===== src/rtl/sbs_pkg.sv =====
package sbs_pkg;

  typedef enum logic [1:0] {
    PH_IDLE = 2'd0,
    PH_HIGH = 2'd1,
    PH_LOW  = 2'd2,
    PH_WAIT = 2'd3
  } phase_t;

  typedef struct packed {
    logic load;
    logic drive;
    logic sample;
    logic msbFirst;
  } shiftCtl_t;

endpackage


===== src/rtl/sbs_ctrl.sv =====
module sbs_ctrl
  import sbs_pkg::*;
#(
  parameter int DATA_W = 8,
  parameter int CNT_W  = 8,
  parameter int DIV_W  = 7
) (
  input  logic             clk,
  input  logic             rstN,
  input  logic             tickEn,
  input  logic             start,
  input  logic             msbFirst,
  input  logic [DIV_W-1:0] divSel,
  input  logic [CNT_W-1:0] bitCount,
  input  logic             txWrite,
  input  logic             rxRead,
  output shiftCtl_t        ctl,
  output logic             sclk,
  output logic             byteReq,
  output logic             busy,
  output logic             done,
  output logic             irq
);

  localparam int IDX_W = (DATA_W > 1) ? $clog2(DATA_W) : 1;
  localparam int TCK_W = DIV_W + 1;
  localparam logic [IDX_W-1:0] LAST_IDX = IDX_W'(DATA_W - 1);

  phase_t           phase;
  logic [TCK_W-1:0] tickCnt;
  logic [CNT_W-1:0] bitsLeft;
  logic [IDX_W-1:0] bitIdx;
  logic [DIV_W-1:0] divLatch;
  logic             msbLatch;
  logic [TCK_W-1:0] halfTerm;
  logic             phaseEnd;

  // half period is 2*(n+1) ticks, so terminal count is 2n+1
  assign halfTerm = {divLatch, 1'b1};
  assign phaseEnd = tickEn && (tickCnt == halfTerm);

  always_comb begin
    ctl.load     = ((phase == PH_IDLE) && start) || ((phase == PH_WAIT) && txWrite);
    ctl.drive    = (phase == PH_HIGH) && phaseEnd;
    ctl.sample   = (phase == PH_LOW) && phaseEnd;
    ctl.msbFirst = msbLatch;
  end

  assign sclk = (phase != PH_LOW);
  assign busy = (phase != PH_IDLE);

  always_ff @(posedge clk) begin
    if (!rstN) begin
      phase    <= PH_IDLE;
      tickCnt  <= '0;
      bitsLeft <= '0;
      bitIdx   <= '0;
      divLatch <= '0;
      msbLatch <= 1'b0;
      byteReq  <= 1'b0;
      done     <= 1'b0;
      irq      <= 1'b0;
    end else begin
      byteReq <= 1'b0;
      irq     <= 1'b0;
      unique case (phase)
        PH_IDLE: if (start) begin
          msbLatch <= msbFirst;
          divLatch <= divSel;
          bitsLeft <= bitCount;
          bitIdx   <= '0;
          tickCnt  <= '0;
          done     <= 1'b0;
          phase    <= PH_HIGH;
        end
        PH_HIGH: if (tickEn) begin
          if (phaseEnd) begin
            tickCnt <= '0;
            phase   <= PH_LOW;
          end else begin
            tickCnt <= tickCnt + 1'b1;
          end
        end
        PH_LOW: if (tickEn) begin
          if (phaseEnd) begin
            tickCnt <= '0;
            bitIdx  <= bitIdx + 1'b1;
            if (bitsLeft == '0) begin
              phase <= PH_IDLE;
              done  <= 1'b1;
              irq   <= 1'b1;
            end else begin
              bitsLeft <= bitsLeft - 1'b1;
              if (bitIdx == LAST_IDX) begin
                phase   <= PH_WAIT;
                byteReq <= 1'b1;
              end else begin
                phase <= PH_HIGH;
              end
            end
          end else begin
            tickCnt <= tickCnt + 1'b1;
          end
        end
        PH_WAIT: if (txWrite || rxRead) begin
          tickCnt <= '0;
          phase   <= PH_HIGH;
        end
        default: phase <= PH_IDLE;
      endcase
    end
  end

  assert_irq_single_R9: assert property (@(posedge clk) disable iff (!rstN)
    irq |=> !irq);
  assert_irq_with_done_R9: assert property (@(posedge clk) disable iff (!rstN)
    irq |-> (done && !busy));
  assert_start_ignored_R10: assert property (@(posedge clk) disable iff (!rstN)
    (busy && start) |=> ($stable(msbLatch) && $stable(divLatch)));
  assert_fall_on_tick_R2: assert property (@(posedge clk) disable iff (!rstN)
    $fell(sclk) |-> $past(tickEn));
  assert_wait_holds_count_R6: assert property (@(posedge clk) disable iff (!rstN)
    (phase == PH_WAIT) |=> $stable(bitsLeft));

endmodule


===== src/rtl/sbs_datapath.sv =====
module sbs_datapath
  import sbs_pkg::*;
#(
  parameter int DATA_W = 8
) (
  input  logic              clk,
  input  logic              rstN,
  input  shiftCtl_t         ctl,
  input  logic [DATA_W-1:0] txData,
  input  logic              sdi,
  output logic [DATA_W-1:0] shiftReg,
  output logic              sdo
);

  logic outBit;

  assign outBit = ctl.msbFirst ? shiftReg[DATA_W-1] : shiftReg[0];

  always_ff @(posedge clk) begin
    if (!rstN) begin
      shiftReg <= '0;
      sdo      <= 1'b1;
    end else begin
      if (ctl.drive) sdo <= outBit;
      if (ctl.load) begin
        shiftReg <= txData;
      end else if (ctl.sample) begin
        if (ctl.msbFirst) shiftReg <= {shiftReg[DATA_W-2:0], sdi};
        else              shiftReg <= {sdi, shiftReg[DATA_W-1:1]};
      end
    end
  end

  assert_sdo_on_fall_R3: assert property (@(posedge clk) disable iff (!rstN)
    (sdo != $past(sdo)) |-> $past(ctl.drive));
  assert_no_load_and_shift_R7: assert property (@(posedge clk) disable iff (!rstN)
    $past(ctl.sample) |-> !$past(ctl.load));

endmodule


===== src/rtl/sync_burst_shifter.sv =====
module sync_burst_shifter
  import sbs_pkg::*;
#(
  parameter int DATA_W = 8,
  parameter int CNT_W  = 8,
  parameter int DIV_W  = 7
) (
  input  logic              clk,
  input  logic              rstN,
  input  logic              tickEn,
  input  logic              start,
  input  logic              msbFirst,
  input  logic [DIV_W-1:0]  divSel,
  input  logic [CNT_W-1:0]  bitCount,
  input  logic [DATA_W-1:0] txData,
  input  logic              txWrite,
  input  logic              rxRead,
  input  logic              sdi,
  output logic              sclk,
  output logic              sdo,
  output logic [DATA_W-1:0] rxData,
  output logic              byteReq,
  output logic              busy,
  output logic              done,
  output logic              irq
);

  shiftCtl_t ctl;

  sbs_ctrl #(.DATA_W(DATA_W), .CNT_W(CNT_W), .DIV_W(DIV_W)) u_ctrl (
    .clk(clk), .rstN(rstN), .tickEn(tickEn), .start(start),
    .msbFirst(msbFirst), .divSel(divSel), .bitCount(bitCount),
    .txWrite(txWrite), .rxRead(rxRead), .ctl(ctl), .sclk(sclk),
    .byteReq(byteReq), .busy(busy), .done(done), .irq(irq)
  );

  sbs_datapath #(.DATA_W(DATA_W)) u_dp (
    .clk(clk), .rstN(rstN), .ctl(ctl), .txData(txData), .sdi(sdi),
    .shiftReg(rxData), .sdo(sdo)
  );

endmodule


===== config.mk =====
export PLATFORM = sky130hd
export DESIGN_NAME = sync_burst_shifter
export DESIGN_NICKNAME = d
export VERILOG_FILES = /design/src/rtl/sbs_pkg.sv /design/src/rtl/sbs_ctrl.sv /design/src/rtl/sbs_datapath.sv /design/src/rtl/sync_burst_shifter.sv
export SDC_FILE = /design/constraint.sdc
export NUM_CORES = 1
export LEC_CHECK = 0
export ABC_CLOCK_PERIOD_IN_PS = 5450
export BUFFER_PORTS_ARGS = -buffer_cell sky130_fd_sc_hd__buf_4
export CAP_MARGIN = 40
export CORE_MARGIN = 2
export CORE_UTILIZATION = 50
export DETAILED_ROUTE_END_ITERATION = 8
export PLACE_DENSITY = 0.73
export SYNTH_ARGS = -nofsm -noshare
export SYNTH_HDL_FRONTEND = slang
export SYNTH_SLANG_ARGS = --single-unit

===== constraint.sdc =====
create_clock -name clk -period 5.45 [get_ports clk]
set_clock_uncertainty 0.05 [all_clocks]
set_input_delay 0.545 -clock clk [delete_from_list [all_inputs] [get_ports clk]]
set_output_delay 0.545 -clock clk [all_outputs]
set_load 0.02 [all_outputs]

==> results.md, run 1 <==
* Drt wl/cell at 15.3 µm
* Hold Buf Count CTS at 0
* Post-Syn Nets at 335
* Clock sinks at just over 40
* LEAKAGE at 0.00116 µW
* Area delta synth->final at 17.5%
* Post-Synthesis Cells at 295
* GRT Overall Usage at 22.3%
* CTS H-tree lvls at 2
* Critical path's most frequent cell: mux2i_1
* Period utilization at ~50%
* Die W at about 73 µm
* Pre-antenna DRT Iters at 4
* Async SR Flop Fraction at 0%
* Initial antenna violation count at 0
* Antenna diodes at 0
* Seq/Total Area, Yosys at 34.3%
* GP Congestion at 0.838
* Detailed Route WL at 5840 µm
* Final hold viol count at 0
* CTS tree: done
* Largest net degree at the start of global routing at 37
* Max_slew headroom at 40.5%
* Layout cells sized above 1 at about 17%
* # IOs at 45
* CP Max Fanout at 16
* Overflow after GRT at 0
* Outcome: finished clean
* Clk pin slew, worst setup/hold paths at 80 ps
* Port bufs at 44
* CTS Buffer Depth at 2
* DR vias at about 2,300
* Cts bufs inserted at 5
* Crit-path max cell delay at 700 ps
* RSZ-0062 raised after global routing: no
* Finished Layout Cells at 383
* Final #Nets at 369
* Final setup vio count at 0
* Max-cap viol count at 0
* Worst-Margin Slew at 890 ps
* Crit path launch type: register
* Final Core Density at 60.3%
* PwrDens at 380 mW/mm²
* Clock latency on the worst-skew pair at 290 ps
* Max Fclk at roughly 370 MHz
* HP Class: register to register
* CP max-delay cell: nor2_1
* CP arrival at 2870 ps
* Critical path required time at ~5600 ps
* Ys Warns at 0
* Die height at 73.2 µm
* Placed cell count at 376
* Vias in the first global route at 2,047
* Netlist cell types at a little under 50
* DRC Markers at 0
* Vias per cell at 6.10
* Clk root buf: clkbuf_8
* Row Count at 25
* Post-detail-place hpwl at 4130 µm
* Fin crit period at 2700 ps
* Number of synthesized flops with an enable pin at 0
* Max VDD drop at 192 µV
* Synth Cell Area at 0.00239 mm²
* Synthesis-stage register bit count at 41
* Die area at 0.00536 mm²
* CP endpoint kind: register
* # resized after CTS at 0
* Core footprint at 0.00466 mm²
* Critical Path, Cell by Cell: inv_1 -> ha_1 -> mux2i_1 -> nor2_1 -> nand2_1 -> o21ai_1 -> mux2i_1
* Slew Viols, Final at 0
* Initial Util at 51.4%
* Dominant synthesized flop cell: dfxtp_1
* Post-DRT Antenna Nets at 0
* Setup TNS at 0 ps
* 1st-iter DRT viols at 176
* Post-CTS setup buffers at 0
* First-pass GRT wire length at 9280 µm
* Crit Path Class: register to register
* Synth Area per Inst at 8.11 µm²
metal layers:
metal  up-vias  global-route usage [%]  wire length, µm
met5         -                       0                0
met4         0                    10.1               93
met3         9                    4.14              423
met2        96                    34.3             2640
met1      1084                    30.2             2690
li1       1149                       -                -
report_power, final:
| group | switching, µW | internal, µW |
|---|---|---|
| registers | 55.8 | 344 |
| logic | 292 | 177 |
| clock network | 100 | 101 |
| total | 448 | 621 |
registers in the layout (all words and copies together) (netlist names):
| name | count |
|---|---|
| u_ctrl.bitIdx | 3 |
| u_ctrl.byteReq | 1 |
| u_dp.shiftReg | 8 |
| u_dp.sdo | 1 |
| u_ctrl.irq | 1 |
| u_ctrl.tickCnt | 8 |
| u_ctrl.bitsLeft | 8 |
| u_ctrl.divLatch | 7 |
| u_ctrl.msbLatch | 1 |
| u_ctrl.phase | 2 |
| u_ctrl.done | 1 |
layout make-up:
class                      instances  area [µm²]
fill                             426        1850
sequential                        41         821
tap                               54        67.6
inverter                          11        41.3
multi-input combinational        225        1460
clock buffer                       7        86.3
timing repair buffer              45         338
layout by cell type (no fill, tap or decap), types with 3 or more instances in the layout:
| cell | n |
|---|---|
| a21oi_1 | 15 |
| a31oi_1 | 9 |
| and3_1 | 4 |
| buf_4 | 45 |
| clkbuf_8 | 6 |
| dfxtp_1 | 41 |
| ha_1 | 9 |
| inv_1 | 10 |
| mux2i_1 | 13 |
| nand2_1 | 42 |
| nand3_1 | 18 |
| nand4_1 | 12 |
| nor2_1 | 11 |
| nor3_1 | 7 |
| nor4_1 | 4 |
| nor4_4 | 3 |
| o211ai_1 | 10 |
| o21ai_0 | 12 |
| o21ai_1 | 9 |
| o22ai_1 | 3 |
| xor2_1 | 11 |
kinds of logic (layout without fill, tap and decap cells):
kind of cell | count (synthesis) | in the layout | share of synthesized area (%)
and+or+nand+nor | 118 | 118 | 26.7
AOI/OAI and AO/OA | 74 | 74 | 20.1
DFF | 41 | 41 | 34.3
buffers and inverters | 29 | 63 | 4.81
muxes | 13 | 13 | 5.44
xor gates and xnor gates | 11 | 11 | 4.02
adders and majority gates | 9 | 9 | 4.70
synth_stat cells (2+ instances only):
| cell type | number | share of area [%] |
|---|---|---|
| a21oi_1 | 15 | 3.1 |
| a31oi_1 | 9 | 2.4 |
| and2_1 | 2 | 0.52 |
| and3_1 | 4 | 1.0 |
| and4b_1 | 2 | 0.84 |
| buf_1 | 2 | 0.31 |
| buf_2 | 5 | 1.0 |
| clkbuf_1 | 11 | 1.7 |
| dfxtp_1 | 41 | 34 |
| ha_1 | 9 | 4.7 |
| inv_1 | 10 | 1.6 |
| mux2i_1 | 13 | 5.4 |
| nand2_1 | 42 | 6.6 |
| nand2b_1 | 2 | 0.52 |
| nand3_1 | 18 | 3.8 |
| nand4_1 | 12 | 3.1 |
| nor2_1 | 11 | 1.7 |
| nor2b_1 | 2 | 0.52 |
| nor3_1 | 7 | 1.5 |
| nor3b_1 | 2 | 0.63 |
| nor4_1 | 4 | 1.0 |
| nor4_4 | 3 | 2.7 |
| o211a_1 | 2 | 0.84 |
| o211ai_1 | 10 | 3.1 |
| o21ai_0 | 12 | 2.5 |
| o21ai_1 | 9 | 1.9 |
| o22ai_1 | 3 | 0.78 |
| or3_1 | 2 | 0.52 |
| xor2_1 | 11 | 4.0 |
critical path, delay by kind of cell, from the launching register on:
kind / cells / cell delay (ps)
multiplexers: 2 / 420
buffers and inverters: 1 / 100
flip-flops: 1 / 330
AO/OA/AOI/OAI: 1 / 360
adder cells (fa/ha/maj): 1 / 520
AND/OR/NAND/NOR: 2 / 850
path summary, 6_finish.rpt:
path	slack [ps]	endpoint	cells past startpoint	from
max reg2reg	2750	u_ctrl.bitsLeft[1]$_SDFFE_PN0P_	7	u_ctrl.phase[0]$_SDFFE_PN0P_
min reg2reg	420	u_ctrl.divLatch[3]$_SDFFE_PN0P_	2	u_ctrl.divLatch[3]$_SDFFE_PN0P_
min	420	u_ctrl.divLatch[3]$_SDFFE_PN0P_	2	u_ctrl.divLatch[3]$_SDFFE_PN0P_
max	2750	u_ctrl.bitsLeft[1]$_SDFFE_PN0P_	7	u_ctrl.phase[0]$_SDFFE_PN0P_
stage by stage:
| stage | total power [µW] | area [µm²] | hold WS [ps] | setup slack, ps |
|---|---|---|---|---|
| 3_3_place_gp | 862 | 2730 | 409 | 2930 |
| 5_1_grt | 1140 | 2810 | 448 | 2500 |
| 2_1_floorplan | 740 | 2390 | 398 | 3580 |
| 6_report | 1070 | 2810 | 424 | 2750 |
| 4_1_cts | 1070 | 2810 | 427 | 2810 |
| 3_5_place_dp | 867 | 2730 | 417 | 2810 |
Note: power is estimated with default switching activity, not from simulation.
==> run 2: changes to the inputs <==
--- a/config.mk
+++ b/config.mk
@@ -5,13 +5,13 @@
 export SDC_FILE = /design/constraint.sdc
 export NUM_CORES = 1
 export LEC_CHECK = 0
-export ABC_CLOCK_PERIOD_IN_PS = 5450
+export ABC_CLOCK_PERIOD_IN_PS = 2200
 export BUFFER_PORTS_ARGS = -buffer_cell sky130_fd_sc_hd__buf_4
 export CAP_MARGIN = 40
 export CORE_MARGIN = 2
 export CORE_UTILIZATION = 50
 export DETAILED_ROUTE_END_ITERATION = 8
-export PLACE_DENSITY = 0.73
+export PLACE_DENSITY = 0.76
 export SYNTH_ARGS = -nofsm -noshare
 export SYNTH_HDL_FRONTEND = slang
 export SYNTH_SLANG_ARGS = --single-unit
==> constraint.sdc (replaced) <==
create_clock -name clk -period 2.2 [get_ports clk]
set_clock_uncertainty 0.05 [all_clocks]
set_input_delay 0.22 -clock clk [delete_from_list [all_inputs] [get_ports clk]]
set_output_delay 0.22 -clock clk [all_outputs]
set_load 0.02 [all_outputs]
==> results.md, run 2 (same netlist as run 1, synthesis figures left out) <==
* Clock latency on the worst-skew pair at 300 ps (about the same)
* Core footprint at 0.00466 mm² (unchanged)
* GRT Overall Usage at 23.7% (+1.4 points)
* Number of stages on the worst setup path at 8 (+1)
* Worst-Margin Slew at 570 ps (-319 ps)
* DP Area at 0.00282 mm² (+3.3%)
* Worst hold endpoint: u_ctrl.divLatch[0]$_SDFFE_PN0P_
* Die area at 0.00536 mm² (unchanged)
* Row Count at 25 (unchanged)
* Crit path launch type: register
* Post-detail-place hpwl at 4420 µm (+6.8%)
* Setup TNS at 0 ps (unchanged)
* Reg area at 821 µm² (unchanged)
* Metal3 WL at 353 µm (-17%)
* Clk pin slew, worst setup/hold paths at 90 ps (about the same)
* FILL cells at 414 (-2.8%)
* Layout cells sized above 1 at 20.8% (+3.4 points)
* 1st-iter DRT viols at 191 (+8.5%)
* LEAKAGE at 0.00123 µW (+6.2%)
* CTS tree: done
* Outcome: finished clean
* Worst hold start: divSel[0]
* Clk root buf: clkbuf_8
* Clock sinks at 41 (unchanged)
* CTS H-tree lvls at 2 (unchanged)
* PwrDens at 978 mW/mm² (+160%)
* Hold Buf Count CTS at 0 (unchanged)
* Slew Viols, Final at 0 (unchanged)
* Die height at 73.2 µm (unchanged)
* R2R Path End: u_ctrl.bitsLeft[2]$_SDFFE_PN0P_
* Crit-path max cell delay at 400 ps (-300 ps)
* FF-to-FF path depth at 8 (+1)
* DRC Markers at 0 (unchanged)
* Fin crit period at 2010 ps (-691 ps)
* Die W at 73.2 µm (unchanged)
* Period utilization at 91.5% (+42 points)
* Placed cell count at 388 (+3.2%)
* HP Class: input port to register
* Drt wl/cell at 15.0 µm (-1.8%)
* Cts bufs inserted at 5 (unchanged)
* FF-to-FF setup slack at 190 ps (-2560 ps)
* Worst Hold Depth at 3 (+1)
* Max Fclk at 497 MHz (+34%)
* CP arrival at 2140 ps (-730 ps)
* Most common cell after layout, fill and taps aside: buf_4
* Design area at 0.00294 mm² (+4.4%)
* Post-DRT Antenna Nets at 0 (unchanged)
* Crit path max-delay family: simple AND/OR/NAND/NOR gates
* Crit Path Class: register to register
* M1 wire length at 2810 µm (+4.6%)
* First-pass GRT wire length at 9960 µm (+7.4%)
* Finished Layout Cells at 396 (+3.4%)
* Port bufs at 44 (unchanged)
* CP max-delay cell: nor2b_1
* Vias per cell at 5.93 (-2.8%)
* Area delta synth->final at 22.6%
* Detailed Route WL at 5930 µm (+1.5%)
* Final setup vio count at 0 (unchanged)
* Max VDD drop at 469 µV (+140%)
* DR vias at 2,349 (+0.47%)
* Antenna diodes at 0 (unchanged)
* Final hold viol count at 0 (unchanged)
* R2R Path Start: u_ctrl.phase[0]$_SDFFE_PN0P_
* Critical path required time at 2330 ps (-3290 ps)
* Final #Nets at 381 (+3.3%)
* Largest registers: u_ctrl.bitsLeft (8), u_ctrl.tickCnt (8), u_dp.shiftReg (8)
* Largest net degree at the start of global routing at 37 (unchanged)
* Critical Path, Cell by Cell: inv_1 -> ha_1 -> nor2b_1 -> nor2_1 -> buf_4 -> a31oi_1 -> o41ai_2 -> o2bb2ai_1
* Critical path buffer and inverter count at 2 (+1)
* Vias in the first global route at 2,192 (+7.1%)
* CTS Buffer Depth at 2 (unchanged)
* Highest-count cells in the layout ignoring fill and taps: 57 x buf_4, 42 x nand2_1, 41 x dfxtp_1
* CP endpoint kind: register
* Overflow after GRT at 0 (unchanged)
* Top Layer Used: met4
* RSZ-0062 raised after global routing: no
* Initial antenna violation count at 0 (unchanged)
* CP Max Fanout at 5 (-11)
* Max-cap viol count at 0 (unchanged)
* Initial Util at 51.4% (unchanged)
* Area of the multi-input gates at 0.00146 mm² (unchanged)
* Detailed-routed wire length on met2 at 2700 µm (+2.4%)
* Pre-antenna DRT Iters at 4 (unchanged)
* GP Congestion at 0.878 (+4.7%)
* # IOs at 45 (unchanged)
* Max_slew headroom at 61.6% (+21 points)
## run 2: metal layers
metal	up-vias	track usage (%)
met3	7	5.11
met1	1080	31.8
met4	0	7.61
met5	-	0
met2	84	37.8
li1	1178	-
## run 2: what timing repair did
| item | CTS | global route |
|---|---|---|
| setup endpoints to repair | 0 | 4 |
| setup buffers | 0 | 0 |
| gates resized for setup | 0 | 1 |
| hold endpoints to repair | 0 | 0 |
## run 2: per-stage QoR
stage | total power, µW | setup WS (ps) | util [%] | hold WS [ps]
2_1_floorplan | 1830 | 333 | - | 317
3_3_place_gp | 2200 | 254 | 60.4 | 408
3_5_place_dp | 2220 | 197 | 60.4 | 411
4_1_cts | 2870 | 172 | 63.0 | 123
5_1_grt | 3060 | 9.42 | 63.0 | 132
6_report | 2870 | 188 | 63.0 | 123
## run 2: worst min-delay path: cells and delay by family
kind,cells,cell delay (ps)
and+or+nand+nor,1,60
AOI/OAI and AO/OA,1,50
buffers and inverters,1,110
## run 2: how the worst max path moves through the flow
stage | start | slack, ps | to
2_1_floorplan | u_ctrl.phase[0]$_SDFFE_PN0P_ | 330 | u_ctrl.bitIdx[0]$_SDFFE_PN0P_
4_1_cts | u_ctrl.phase[0]$_SDFFE_PN0P_ | 170 | u_ctrl.tickCnt[7]$_SDFFE_PN0P_
5_1_grt | u_ctrl.phase[0]$_SDFFE_PN0P_ | 9 | u_ctrl.bitsLeft[7]$_SDFFE_PN0P_
3_3_place_gp | u_ctrl.phase[0]$_SDFFE_PN0P_ | 250 | u_ctrl.tickCnt[7]$_SDFFE_PN0P_
3_5_place_dp | u_ctrl.phase[0]$_SDFFE_PN0P_ | 200 | u_ctrl.tickCnt[5]$_SDFFE_PN0P_
6_report | u_ctrl.phase[0]$_SDFFE_PN0P_ | 190 | u_ctrl.bitsLeft[2]$_SDFFE_PN0P_
## run 2: where the power goes
group	leakage, µW	switching, µW	internal (µW)
Combinational	0.000840	730	500
Clock	0.0000574	280	369
Sequential	0.000335	140	852
Total	0.00123	1150	1720
## run 2: layout make-up
cell class | instances | share of cell area, %
Multi-Input combinational cell | 225 | 49.7
Sequential cell | 41 | 28.0
Timing Repair Buffer | 57 | 14.6
Clock buffer | 6 | 2.81
Tap cell | 54 | 2.30
Inverter | 11 | 1.41
Clock inverter | 2 | 1.28
